===== src/rtl/sem_bank_pkg.sv =====
package sem_bank_pkg;

  typedef enum logic [1:0] {
    OWN_NONE  = 2'b00,
    OWN_LEFT  = 2'b01,
    OWN_RIGHT = 2'b10
  } owner_e;

  // Port's view of a latch: 0 when that port owns it, else 1.
  function automatic logic port_view(input owner_e own, input logic is_left);
    if (is_left) return (own != OWN_LEFT);
    else         return (own != OWN_RIGHT);
  endfunction

  // Owner after an owner-side release: waiting or same-cycle request wins.
  function automatic owner_e after_release(input logic other_waits,
                                           input logic other_cancels,
                                           input logic other_asks,
                                           input owner_e other_side);
    if ((other_waits && !other_cancels) || other_asks) return other_side;
    else                                               return OWN_NONE;
  endfunction

endpackage


===== src/rtl/sem_port_decode.sv =====
module sem_port_decode #(
  parameter int AW   = 17,
  parameter int NSEM = 8,
  localparam int IW  = $clog2(NSEM)
) (
  input  logic            clk,
  input  logic            rst,
  input  logic            sel,
  input  logic            mem_en,
  input  logic [IW-1:0]   idx,
  input  logic            wr,
  input  logic            rd,
  input  logic            wbit,
  output logic [NSEM-1:0] req_vec,
  output logic [NSEM-1:0] rel_vec,
  output logic            rd_ok
);

  logic access_ok;
  assign access_ok = sel && !mem_en;
  assign rd_ok     = access_ok && rd;

  for (genvar i = 0; i < NSEM; i++) begin : g_dec
    logic hit;
    assign hit        = access_ok && wr && (idx == IW'(i));
    assign req_vec[i] = hit && !wbit;
    assign rel_vec[i] = hit && wbit;
  end

  p_onehot_r2: assert property (@(posedge clk) disable iff (rst)
    $onehot0(req_vec | rel_vec));

  p_gate_r10: assert property (@(posedge clk) disable iff (rst)
    !(sel && !mem_en) |-> ((req_vec == '0) && (rel_vec == '0) && !rd_ok));

endmodule


===== src/rtl/sem_cell.sv =====
module sem_cell
  import sem_bank_pkg::*;
(
  input  logic   clk,
  input  logic   rst,
  input  logic   req_l,
  input  logic   rel_l,
  input  logic   req_r,
  input  logic   rel_r,
  output owner_e owner
);

  owner_e own_q, own_n;
  logic   wait_l_q, wait_r_q, wait_l_n, wait_r_n;

  always_comb begin
    own_n    = own_q;
    wait_l_n = wait_l_q;
    wait_r_n = wait_r_q;
    unique case (own_q)
      OWN_NONE: begin
        wait_l_n = 1'b0;
        wait_r_n = 1'b0;
        if (req_l) begin
          own_n    = OWN_LEFT;
          wait_r_n = req_r;
        end else if (req_r) begin
          own_n = OWN_RIGHT;
        end
      end
      OWN_LEFT: begin
        wait_l_n = 1'b0;
        if (rel_l) begin
          own_n    = after_release(wait_r_q, rel_r, req_r, OWN_RIGHT);
          wait_r_n = 1'b0;
        end else if (req_r) begin
          wait_r_n = 1'b1;
        end else if (rel_r) begin
          wait_r_n = 1'b0;
        end
      end
      OWN_RIGHT: begin
        wait_r_n = 1'b0;
        if (rel_r) begin
          own_n    = after_release(wait_l_q, rel_l, req_l, OWN_LEFT);
          wait_l_n = 1'b0;
        end else if (req_l) begin
          wait_l_n = 1'b1;
        end else if (rel_l) begin
          wait_l_n = 1'b0;
        end
      end
      default: begin
        own_n    = OWN_NONE;
        wait_l_n = 1'b0;
        wait_r_n = 1'b0;
      end
    endcase
  end

  always_ff @(posedge clk) begin
    if (rst) begin
      own_q    <= OWN_NONE;
      wait_l_q <= 1'b0;
      wait_r_q <= 1'b0;
    end else begin
      own_q    <= own_n;
      wait_l_q <= wait_l_n;
      wait_r_q <= wait_r_n;
    end
  end

  assign owner = own_q;

  p_tie_left_wins_r9: assert property (@(posedge clk) disable iff (rst)
    (own_q == OWN_NONE && req_l && req_r) |=> (own_q == OWN_LEFT && wait_r_q));

  p_owner_kept_r5: assert property (@(posedge clk) disable iff (rst)
    (own_q == OWN_LEFT && !rel_l) |=> (own_q == OWN_LEFT));

  p_release_free_r6: assert property (@(posedge clk) disable iff (rst)
    (own_q == OWN_LEFT && rel_l && !wait_r_q && !req_r) |=> (own_q == OWN_NONE));

  p_handoff_r7: assert property (@(posedge clk) disable iff (rst)
    (own_q == OWN_RIGHT && rel_r && wait_l_q && !rel_l) |=> (own_q == OWN_LEFT));

  p_withdraw_r8: assert property (@(posedge clk) disable iff (rst)
    (own_q == OWN_LEFT && !rel_l && rel_r) |=> !wait_r_q);

endmodule


===== src/rtl/sem_read_port.sv =====
module sem_read_port
  import sem_bank_pkg::*;
#(
  parameter int NSEM    = 8,
  parameter int DW      = 8,
  parameter bit IS_LEFT = 1'b1,
  localparam int IW     = $clog2(NSEM)
) (
  input  logic            clk,
  input  logic            rst,
  input  logic            rd_ok,
  input  logic [IW-1:0]   idx,
  input  owner_e          owners [NSEM],
  output logic [DW-1:0]   rdata
);

  logic [DW-1:0] rdata_q;
  logic          view;

  assign view = port_view(owners[idx], IS_LEFT);

  always_ff @(posedge clk) begin
    if (rst)        rdata_q <= '1;
    else if (rd_ok) rdata_q <= {{(DW-1){1'b1}}, view};
  end

  assign rdata = rdata_q;

  p_rd_hold_r11: assert property (@(posedge clk) disable iff (rst)
    !rd_ok |=> $stable(rdata_q));

  p_rd_fill_r11: assert property (@(posedge clk) disable iff (rst)
    $countones(rdata_q) >= DW - 1);

endmodule


===== src/rtl/sem_bank.sv =====
module sem_bank
  import sem_bank_pkg::*;
#(
  parameter int AW   = 17,
  parameter int DW   = 8,
  parameter int NSEM = 8
) (
  input  logic          clk,
  input  logic          rst,
  input  logic          l_sel,
  input  logic          l_mem_en,
  input  logic [AW-1:0] l_addr,
  input  logic          l_wr,
  input  logic          l_rd,
  input  logic [DW-1:0] l_wdata,
  output logic [DW-1:0] l_rdata,
  input  logic          r_sel,
  input  logic          r_mem_en,
  input  logic [AW-1:0] r_addr,
  input  logic          r_wr,
  input  logic          r_rd,
  input  logic [DW-1:0] r_wdata,
  output logic [DW-1:0] r_rdata
);

  localparam int IW = $clog2(NSEM);

  logic [NSEM-1:0] l_req, l_rel, r_req, r_rel;
  logic            l_rd_ok, r_rd_ok;
  owner_e          owners [NSEM];

  logic unused_upper;
  assign unused_upper = ^{l_addr[AW-1:IW], r_addr[AW-1:IW],
                          l_wdata[DW-1:1], r_wdata[DW-1:1]};

  sem_port_decode #(.AW(AW), .NSEM(NSEM)) u_dec_l (
    .clk(clk), .rst(rst), .sel(l_sel), .mem_en(l_mem_en),
    .idx(l_addr[IW-1:0]), .wr(l_wr), .rd(l_rd), .wbit(l_wdata[0]),
    .req_vec(l_req), .rel_vec(l_rel), .rd_ok(l_rd_ok)
  );

  sem_port_decode #(.AW(AW), .NSEM(NSEM)) u_dec_r (
    .clk(clk), .rst(rst), .sel(r_sel), .mem_en(r_mem_en),
    .idx(r_addr[IW-1:0]), .wr(r_wr), .rd(r_rd), .wbit(r_wdata[0]),
    .req_vec(r_req), .rel_vec(r_rel), .rd_ok(r_rd_ok)
  );

  for (genvar i = 0; i < NSEM; i++) begin : g_cell
    sem_cell u_cell (
      .clk(clk), .rst(rst),
      .req_l(l_req[i]), .rel_l(l_rel[i]),
      .req_r(r_req[i]), .rel_r(r_rel[i]),
      .owner(owners[i])
    );
  end

  sem_read_port #(.NSEM(NSEM), .DW(DW), .IS_LEFT(1'b1)) u_rd_l (
    .clk(clk), .rst(rst), .rd_ok(l_rd_ok), .idx(l_addr[IW-1:0]),
    .owners(owners), .rdata(l_rdata)
  );

  sem_read_port #(.NSEM(NSEM), .DW(DW), .IS_LEFT(1'b0)) u_rd_r (
    .clk(clk), .rst(rst), .rd_ok(r_rd_ok), .idx(r_addr[IW-1:0]),
    .owners(owners), .rdata(r_rdata)
  );

endmodule


===== config.mk =====
export PLATFORM = sky130hd
export DESIGN_NAME = sem_bank
export DESIGN_NICKNAME = d
export VERILOG_FILES = /design/src/rtl/sem_bank_pkg.sv /design/src/rtl/sem_port_decode.sv /design/src/rtl/sem_cell.sv /design/src/rtl/sem_read_port.sv /design/src/rtl/sem_bank.sv
export SDC_FILE = /design/constraint.sdc
export NUM_CORES = 1
export LEC_CHECK = 0
export CORE_ASPECT_RATIO = 0.7
export CORE_MARGIN = 2
export CORE_UTILIZATION = 50
export DETAILED_ROUTE_END_ITERATION = 8
export PLACE_DENSITY = 0.82
export SYNTH_ARGS = -nofsm -noshare
export SYNTH_HDL_FRONTEND = slang
export SYNTH_SLANG_ARGS = --single-unit

===== constraint.sdc =====
create_clock -name clk -period 4.55 [get_ports clk]
set_clock_uncertainty 0.05 [all_clocks]
set_input_delay 1.365 -clock clk [delete_from_list [all_inputs] [get_ports clk]]
set_output_delay 1.365 -clock clk [all_outputs]
set_load 0.02 [all_outputs]

==> After elaboration in Yosys (flattened, before gate mapping) <==
Index checks and enable logic that the tools add are counted.
{ "totals": {"reg_bits": 34, "input_bits": 60, "out_inout_bits": 16, "word_cells": 360} }
{ "op_classes": {"order_cmp": 2, "eq_ne": 64, "mux": 118, "bitwise_logic": 10, "n_reduce_logical": 140} }
{ "ops": {"columns": ["op", "n"], "rows": [
  ["2-to-1 mux 2 bit", 44],
  ["logical AND 1 bit", 70],
  ["2-to-1 mux 1 bit", 56],
  ["case mux 2 bit (3 select lines)", 8],
  ["!= test 2 x 1 -> 1 bit (second input constant)", 17],
  ["!= test 4 x 1 -> 1 bit (second input constant)", 8],
  ["equality test 3 bit (second input constant)", 8],
  ["!= test 3 x 1 -> 1 bit (second input constant)", 8],
  ["AND reduction 3 bit", 8],
  ["OR reduction 3 bit", 8],
  ["logical NOT 1 bit", 20],
  ["equality test 2 x 1 -> 1 bit (second input constant)", 8],
  ["equality test 2 bit (second input constant)", 8],
  ["logical NOT 2 bit", 8],
  ["logical OR 1 bit", 16],
  ["case mux 1 bit (2 select lines)", 8],
  ["nonzero test 2 bit", 8],
  ["binary-select mux 2 bit (select 3 bit)", 2],
  ["equality test 3 x 2 -> 1 bit (second input constant)", 4],
  ["greater-or-equal comparator 4 bit (second input constant)", 2],
  ["NOT 1 bit", 8],
  ["NOT 3 -> 4 bit", 2],
  ["equality test 3 x 1 -> 1 bit (second input constant)", 2],
  ["logical NOT 3 bit", 2],
  ["!= test 2 bit (second input constant)", 1]
]} }

==> Depth between registers and ports, before layout <==
Gate-level depths: netlist (run 1).
{ "depth": {"ltp_word": 11, "ltp_mapped": 6, "depth_no_buf": 5} }

==> Cells and area by module <==
From an unflattened synthesis (run 1), not the netlist that was laid out.
{ "hier_totals": {"cells_unflattened": 297, "hier_area_um2": 2314.7} }
{ "by_module_without_submodules": {"columns": ["mod", "instances", "cells_each", "area_each_um2", "seq_area_each_um2"], "rows": [
  ["sem_cell", 8, 23, 190.2, 80.1],
  ["sem_port_decode", 2, 29, 197.7, 0.0],
  ["sem_read_port at u_rd_r", 1, 27, 200.2, 20.0],
  ["sem_read_port at u_rd_l", 1, 28, 197.7, 20.0]
]} }

==> Least setup slack after synthesis (run 1) <==
Ideal clock, no wire load.
{ "synth_path": {"path_type": "input-to-reg", "startpoint": "in r_wdata[0]", "endpoint": "reg g_cell[3].u_cell.own_q[1]", "setup_ns": 0.079, "t_arrival_ns": 2.529, "required_time_ns": 4.421, "setup_slack_ns": 1.892, "path_stages": 6, "n_path_buf": 1, "path_cell_list": "buf_6 nand4bb_4 or3_4 a211oi_2 a21oi_1 a211oi_2"} }
{ "synth_between": {"elab_chain_len": 7, "elab_cells_between_ends": 12, "cone_classes": "2 x eq/ne; 3 x mux; 7 x reduce/logical"} }
{ "synth_rtl": {"columns": ["element", "line", "text"], "rows": [
  ["start, declared", "sem_bank.sv:22", "input logic [DW-1:0] r_wdata,"],
  ["logical AND 1 bit", "sem_port_decode.sv:27", "assign rel_vec[i] = hit && wbit;"],
  ["logical NOT 1 bit", "sem_bank_pkg.sv:20", "if ((other_waits && !other_cancels) || other_asks) return other_side;"],
  ["logical AND 1 bit", "sem_bank_pkg.sv:20", null],
  ["logical OR 1 bit", "sem_bank_pkg.sv:20", null],
  ["2-to-1 mux 2 bit", "sem_bank_pkg.sv:20", null],
  ["2-to-1 mux 2 bit", "sem_cell.sv:33", "if (rel_l) begin"],
  ["case mux 2 bit (3 select lines)", "sem_cell.sv:20", "unique case (own_q)"],
  ["end signal, assigned", "sem_cell.sv:67", "own_q <= own_n;"],
  ["end, declared", "sem_cell.sv:13", "owner_e own_q, own_n;"]
]} }
Parallel ways exist; a longest one is shown, timed or not. The select of a mux whose other input is x is not followed.
A chain may end at the register's enable or synchronous reset.

==> Worst setup path after layout (run 1) <==
{ "layout_path": {"startpoint": "in r_wdata[0]", "endpoint": "reg g_cell[5].u_cell.own_q[1]"} }
{ "layout_between": {"elab_chain_len": 7, "elab_cells_between_ends": 12, "cone_classes": "2 x eq/ne; 3 x mux; 7 x reduce/logical"} }
{ "layout_rtl": {"columns": ["element", "line"], "rows": [
  ["logical AND 1 bit", "sem_port_decode.sv:27"],
  ["logical NOT 1 bit", "sem_bank_pkg.sv:20"],
  ["logical AND 1 bit", "sem_bank_pkg.sv:20"],
  ["logical OR 1 bit", "sem_bank_pkg.sv:20"],
  ["2-to-1 mux 2 bit", "sem_bank_pkg.sv:20"],
  ["2-to-1 mux 2 bit", "sem_cell.sv:33"],
  ["case mux 2 bit (3 select lines)", "sem_cell.sv:20"],
  ["end signal, assigned", "sem_cell.sv:67"],
  ["end, declared", "sem_cell.sv:13"]
]} }
Parallel ways exist; a longest one is shown, timed or not. The select of a mux whose other input is x is not followed.

==> flow_summary_export.csv, run 1 <==
group,metric,value,unit
layout,syn2layout_area_growth,9.02,%
sta,fin_crit_sh,72.1,%
global_route,grt_pass1_wl,11.1,mm
route,drtPass1Iterations,5,
yosys,synth.largest_area_cell,"dfxtp_1",
clock_network,clk_pin_slew,60,ps
yosys,synth_top_area_share,26.8,%
placed_design,globalplace.congestion,0.885,
route,wl_met2,2.92,mm
job,maxCapViolations,0,
route,dr_total_vias,2650,
route,drc,0,
yosys,synth-edff-count,0,
sta,slew_headroom,54.7,%
critical_path,criticalPathCategory,"in2reg",
clock_network,clock_sinks,34,
sta,slew_violations,0,
global_route,antenna_found_initial,0,
route,dr.first_iter.drc_count,338,
global_route,grt_max_degree,17,
sta,hold_viol_final,0,
worst_hold_path,min_path_type,"reg2reg",
sta,max_clock_freq,0.305,GHz
run_status,status,"finished clean",
floorplan,die_w,89.2,um
yosys,yosys-top-cells-count,"nor2_1, dfxtp_1, nand2_1, nor3_1, o21ai_0",
global_route,groute.usage.overall,24.9,%
global_route,grt_pass1_vias,2318,
yosys,synth_cell_types,61,
layout,drive_gt1_share,6.92,%
route,drt-met1-wl,3.04,mm
floorplan,initial_core_util,52.5,%
layout,nNetsFinal,408,
route,drtAntennaViolNets,0,
sta,rsz0062_at_grt,"false",
clock_network,clk_latency,290,ps
route,wirelength,6.72,mm
yosys,yosysWarnings,0,
clock_network,cts_tree,"yes",
yosys,syn_inst,341,
pwr,ir_worst_vdd,0.173,mV
clock_network,cts_setup_buffers,0,
yosys,async_reset_ff_share,0,%
yosys,post-synth-top-count-cell,"nor2_1",
clock_network,cts_resized,0,
layout,ff_latch_area,681,um^2
layout,num-fill-cells,467,
pwr,leakagePower,0.900,nW
critical_path,cp_data_arrival_time,3390,ps
clock_network,cts_buffer_depth,2,
floorplan,io_pins,76,
pwr,powerDensity,230,mW/mm^2
layout,antenna_cells,0,
sta,min_period,3280,ps
clock_network,cts_inserted_buffers,5,
floorplan,dieArea,0.00567,mm^2
clock_network,cts-root-buf,"clkbuf_8",
floorplan,core-area,0.00483,mm^2
yosys,synth_area_leaders,"dfxtp_1, nor2_1, nor3_1",
placed_design,io_buffers,19,
route,wl_per_cell,16.2,um
critical_path,required,4660,ps
route,top_layer_used,"met4",
critical_path,crit_fanout,10,
route,wl_met3,682,um
yosys,ys_ff_latch,34,
clock_network,cts-htree-levels,2,
layout,multiInputGateArea,0.00167,mm^2
yosys,synthFlopType,"dfxtp_1",
clock_network,hold_buffers,0,
yosys,syn_area,0.00254,mm^2
yosys,ys_seq_area_share,26.8,%
placed_design,dpl.hpwl,4.94,mm
sta,tns,0,ps
floorplan,rows,21,
critical_path,end_kind,"register",
yosys,syn_avg_cell_area,7.44,um^2
global_route,grt_overflow,0,
floorplan,die_h,63.6,um
critical_path,cp-start-kind,"primary input",
route,vias_per_cell,6.37,
sta,setup_viol,0,
pwr,total_power,0.638,mW
sta,worstMarginPinSlew,678,ps
kinds of logic after synthesis:
kind of cell	share of synthesized area (%)
flops	26.8
compound gates	23.5
buf+inv	9.27
other cells	0.148
simple gates	36.4
mux	3.84
area by class of cell:
cell class                      count  area share, %
Sequential cell                    34           24.6
Multi-Input combinational cell    277           60.4
Inverter                            7          0.949
Timing Repair Buffer               23           7.96
Clock buffer                        6           2.98
Tap cell                           69           3.12
where the power goes:
| part | internal [mW] | total, mW | switching (mW) |
|---|---|---|---|
| Sequential | 0.301 | 0.307 | 0.00576 |
| Combinational | 0.0368 | 0.102 | 0.0656 |
| Clock | 0.117 | 0.228 | 0.112 |
| Total | 0.455 | 0.638 | 0.183 |
path summary, 6_finish.rpt:
check | start | end | slack (ps) | cells after the start
worst min-delay path | g_cell[2].u_cell.wait_l_q | g_cell[2].u_cell.owner[0] | 440 | 2
worst max register to register | g_cell[6].u_cell.owner[1] | u_rd_l.rdata[0] | 2830 | 5
worst max-delay path | r_wdata[0] | g_cell[5].u_cell.owner[1] | 1270 | 6
worst min register to register | g_cell[2].u_cell.wait_l_q | g_cell[2].u_cell.owner[0] | 440 | 2
per-stage QoR:
step / std cells / hold WS, ps / setup slack (ps) / cell area, um^2 / utilization, %
3_5_place_dp: 410 / 427 / 1050 / 2690 / 55.5
6_report: 416 / 441 / 1270 / 2770 / 57.2
3_3_place_gp: 410 / 403 / 1130 / 2690 / 55.5
2_1_floorplan: 354 / 404 / 1890 / 2590 / -
4_1_cts: 416 / 441 / 1350 / 2770 / 57.2
5_1_grt: 416 / 467 / 1120 / 2770 / 57.2
cell usage in the layout, fill, tap and decap left out, types with 10 or more instances in the layout:
master,n
nand2_1,28
o21ai_0,17
nor3_1,24
nor2b_1,10
clkdlybuf4s50_1,19
nor4_1,12
dfxtp_1,34
conb_1,14
nand2b_1,15
nor2_1,48
a21oi_1,16
flip-flops by register name, summed over array words and instances (netlist names):
signal,cells
g_cell.u_cell.owner,16
g_cell.u_cell.wait_l_q,8
g_cell.u_cell.wait_r_q,8
u_rd_l.rdata,1
u_rd_r.rdata,1
worst max-delay path, stage by stage:
cell and delay [ps]:
clkdlybuf4s50_1 730, nand4b_1 360, o21ai_0 440, o21ai_0 200, nor3_1 210, nor4_1 90
metal layers:
metal | vias up | GRT usage (%)
li1 | 1247 | -
met1 | 1228 | 37.3
met2 | 162 | 35.7
met3 | 13 | 5.64
met4 | 0 | 6.34
met5 | - | 0
Power figures use the tool's default switching activity.
==> run 2, diff against run 1 <==
--- a/config.mk
+++ b/config.mk
@@ -7,9 +7,9 @@
 export LEC_CHECK = 0
 export CORE_ASPECT_RATIO = 0.7
 export CORE_MARGIN = 2
-export CORE_UTILIZATION = 50
+export CORE_UTILIZATION = 43
 export DETAILED_ROUTE_END_ITERATION = 8
-export PLACE_DENSITY = 0.82
+export PLACE_DENSITY = 0.75
 export SYNTH_ARGS = -nofsm -noshare
 export SYNTH_HDL_FRONTEND = slang
 export SYNTH_SLANG_ARGS = --single-unit
==> constraint.sdc (replaced) <==
create_clock -name clk -period 2.73 [get_ports clk]
set_clock_uncertainty 0.05 [all_clocks]
set_input_delay 0.819 -clock clk [delete_from_list [all_inputs] [get_ports clk]]
set_output_delay 0.819 -clock clk [all_outputs]
set_load 0.02 [all_outputs]
==> flow_summary_export.csv, run 2 (synthesized netlist as in run 1, its figures left out) <==
group,metric,value,unit
critical_path,cp_data_arrival_time,2580,ps
floorplan,rows,23,
sta,slew_violations,0,
sta,setup_ws,286,ps
sta,min_period,2440,ps
critical_path,crit_fanout,6,
layout,ff_latch_area,681,um^2
layout,fin_util,52.8,%
route,drtAntennaViolNets,0,
global_route,antenna_found_initial,0,
clock_network,cts-root-buf,"clkbuf_8",
floorplan,die_h,68.3,um
clock_network,hold_buffers,0,
sta,rsz0062_at_grt,"false",
global_route,groute.usage.overall,22.4,%
critical_path,reg2reg_from,"g_cell[6].u_cell.owner[1]",
route,drtPass1Iterations,5,
global_route,grt_pass1_vias,2340,
placed_design,dpl.hpwl,5.26,mm
clock_network,cts_setup_buffers,0,
layout,final_cell_mix,"nor2_1, dfxtp_1, nand2_1",
clock_network,cts_resized,0,
worst_hold_path,min_to,"u_rd_r.rdata[0]",
sta,fin_crit_sh,89.5,%
clock_network,cts_tree,"yes",
sta,hold_viol_final,0,
critical_path,rrSetupSlack,1090,ps
floorplan,io_pins,76,
placed_design,globalplace.congestion,0.914,
critical_path,worstReg2RegEnd,"u_rd_l.rdata[0]",
critical_path,rr_worst_depth,5,
clock_network,clk_pin_slew,70,ps
floorplan,initial_core_util,44.6,%
clock_network,clk_latency,300,ps
placed_design,pre_cts_ws,-33.2,ps
sta,setup_viol,0,
layout,nNetsFinal,433,
global_route,grt_overflow,0,
clock_network,cts_buffer_depth,2,
route,dr.first_iter.drc_count,250,
worst_hold_path,min_path_type,"reg2reg",
layout,drive_gt1_share,13.4,%
floorplan,die_w,95.8,um
layout,multiInputGateArea,0.00167,mm^2
critical_path,required,2870,ps
route,drc,0,
layout,syn2layout_area_growth,18.5,%
route,dr_total_vias,2625,
clock_network,cts_inserted_buffers,5,
sta,max_clock_freq,0.409,GHz
route,wirelength,6.98,mm
run_status,status,"finished clean",
worst_hold_path,min_from,"u_rd_r.rdata[0]",
critical_path,criticalPathCategory,"in2reg",
layout,num-fill-cells,570,
worst_hold_path,hold_depth,2,
global_route,grt_pass1_wl,11.4,mm
layout,largest_reg_flops,16,
route,wl_per_cell,15.5,um
clock_network,clock_sinks,34,
placed_design,io_buffers,19,
pwr,leakagePower,1.04,nW
layout,instances_no_fill,449,
floorplan,core-area,0.00570,mm^2
pwr,powerDensity,367,mW/mm^2
job,maxCapViolations,0,
floorplan,dieArea,0.00654,mm^2
layout,final_common_cell,"nor2_1",
pwr,ir_worst_vdd,0.213,mV
route,vias_per_cell,5.85,
clock_network,cts-htree-levels,2,
layout,antenna_cells,0,
critical_path,end_kind,"register",
placed_design,dp_cells,441,
sta,holdWs,439,ps
critical_path,cp-start-kind,"primary input",
global_route,grt_max_degree,25,
==> run 2: changes by cell type in the layout (fill, tap and decap cells not counted) <==
| cell | before | now |
|---|---|---|
| clkinv_2 | 0 | 1 |
| buf_12 | 0 | 3 |
| buf_4 | 4 | 26 |
| clkbuf_1 | 0 | 1 |
==> run 2: per-stage QoR <==
| step | TNS, ps | power [mW] | cell area [um^2] |
|---|---|---|---|
| 6_report | 0 | 1.11 | 3010 |
| 5_1_grt | 0 | 1.15 | 3010 |
| 2_1_floorplan | 0 | 0.645 | 2590 |
| 4_1_cts | 0 | 1.11 | 3010 |
| 3_5_place_dp | -54.9 | 0.712 | 2920 |
| 3_3_place_gp | 0 | 0.708 | 2920 |
==> run 2: cell type report <==
cell class / count / area share, %
Clock buffer: 7 / 2.87
Clock inverter: 1 / 0.166
Sequential cell: 34 / 22.6
Inverter: 7 / 0.873
Timing Repair Buffer: 48 / 14.8
Tap cell: 75 / 3.12
Multi-Input combinational cell: 277 / 55.6
==> run 2: report_power, final <==
part	switching (mW)	internal (mW)	total, mW
clock	0.197	0.204	0.401
sequential	0.00986	0.501	0.511
combinational	0.112	0.0812	0.193
==> run 2: how the worst max path moves through the flow <==
stage | from | endpoint | cells after the start
floorplan | r_wdata[0] | g_cell[3].u_cell.owner[1] | 6
finish | r_wr | g_cell[2].u_cell.owner[0] | 6
CTS | r_wr | g_cell[2].u_cell.owner[0] | 6
detailed placement | r_wr | g_cell[2].u_cell.owner[0] | 6
global route | r_wr | g_cell[2].u_cell.owner[1] | 7
global placement | r_addr[0] | g_cell[6].u_cell.owner[1] | 6
==> run 2: worst max-delay path, cell delays in order <==
cell	delay, ps
clkdlybuf4s50_1	610
nand4b_1	240
buf_4	210
nor3_1	330
nand2b_1	100
a221oi_1	260
==> run 2: metal layers <==
| layer | track usage [%] | vias up | routed length (um) | part of all wire [%] |
|---|---|---|---|---|
| li1 | - | 1301 | - | - |
| met3 | 4.63 | 9 | 497 | 7.1 |
| met5 | 0 | - | 0 | 0 |
| met1 | 32.1 | 1208 | 3320 | 48 |
| met2 | 33.9 | 107 | 3100 | 44 |
| met4 | 6.43 | 0 | 60 | 0.86 |
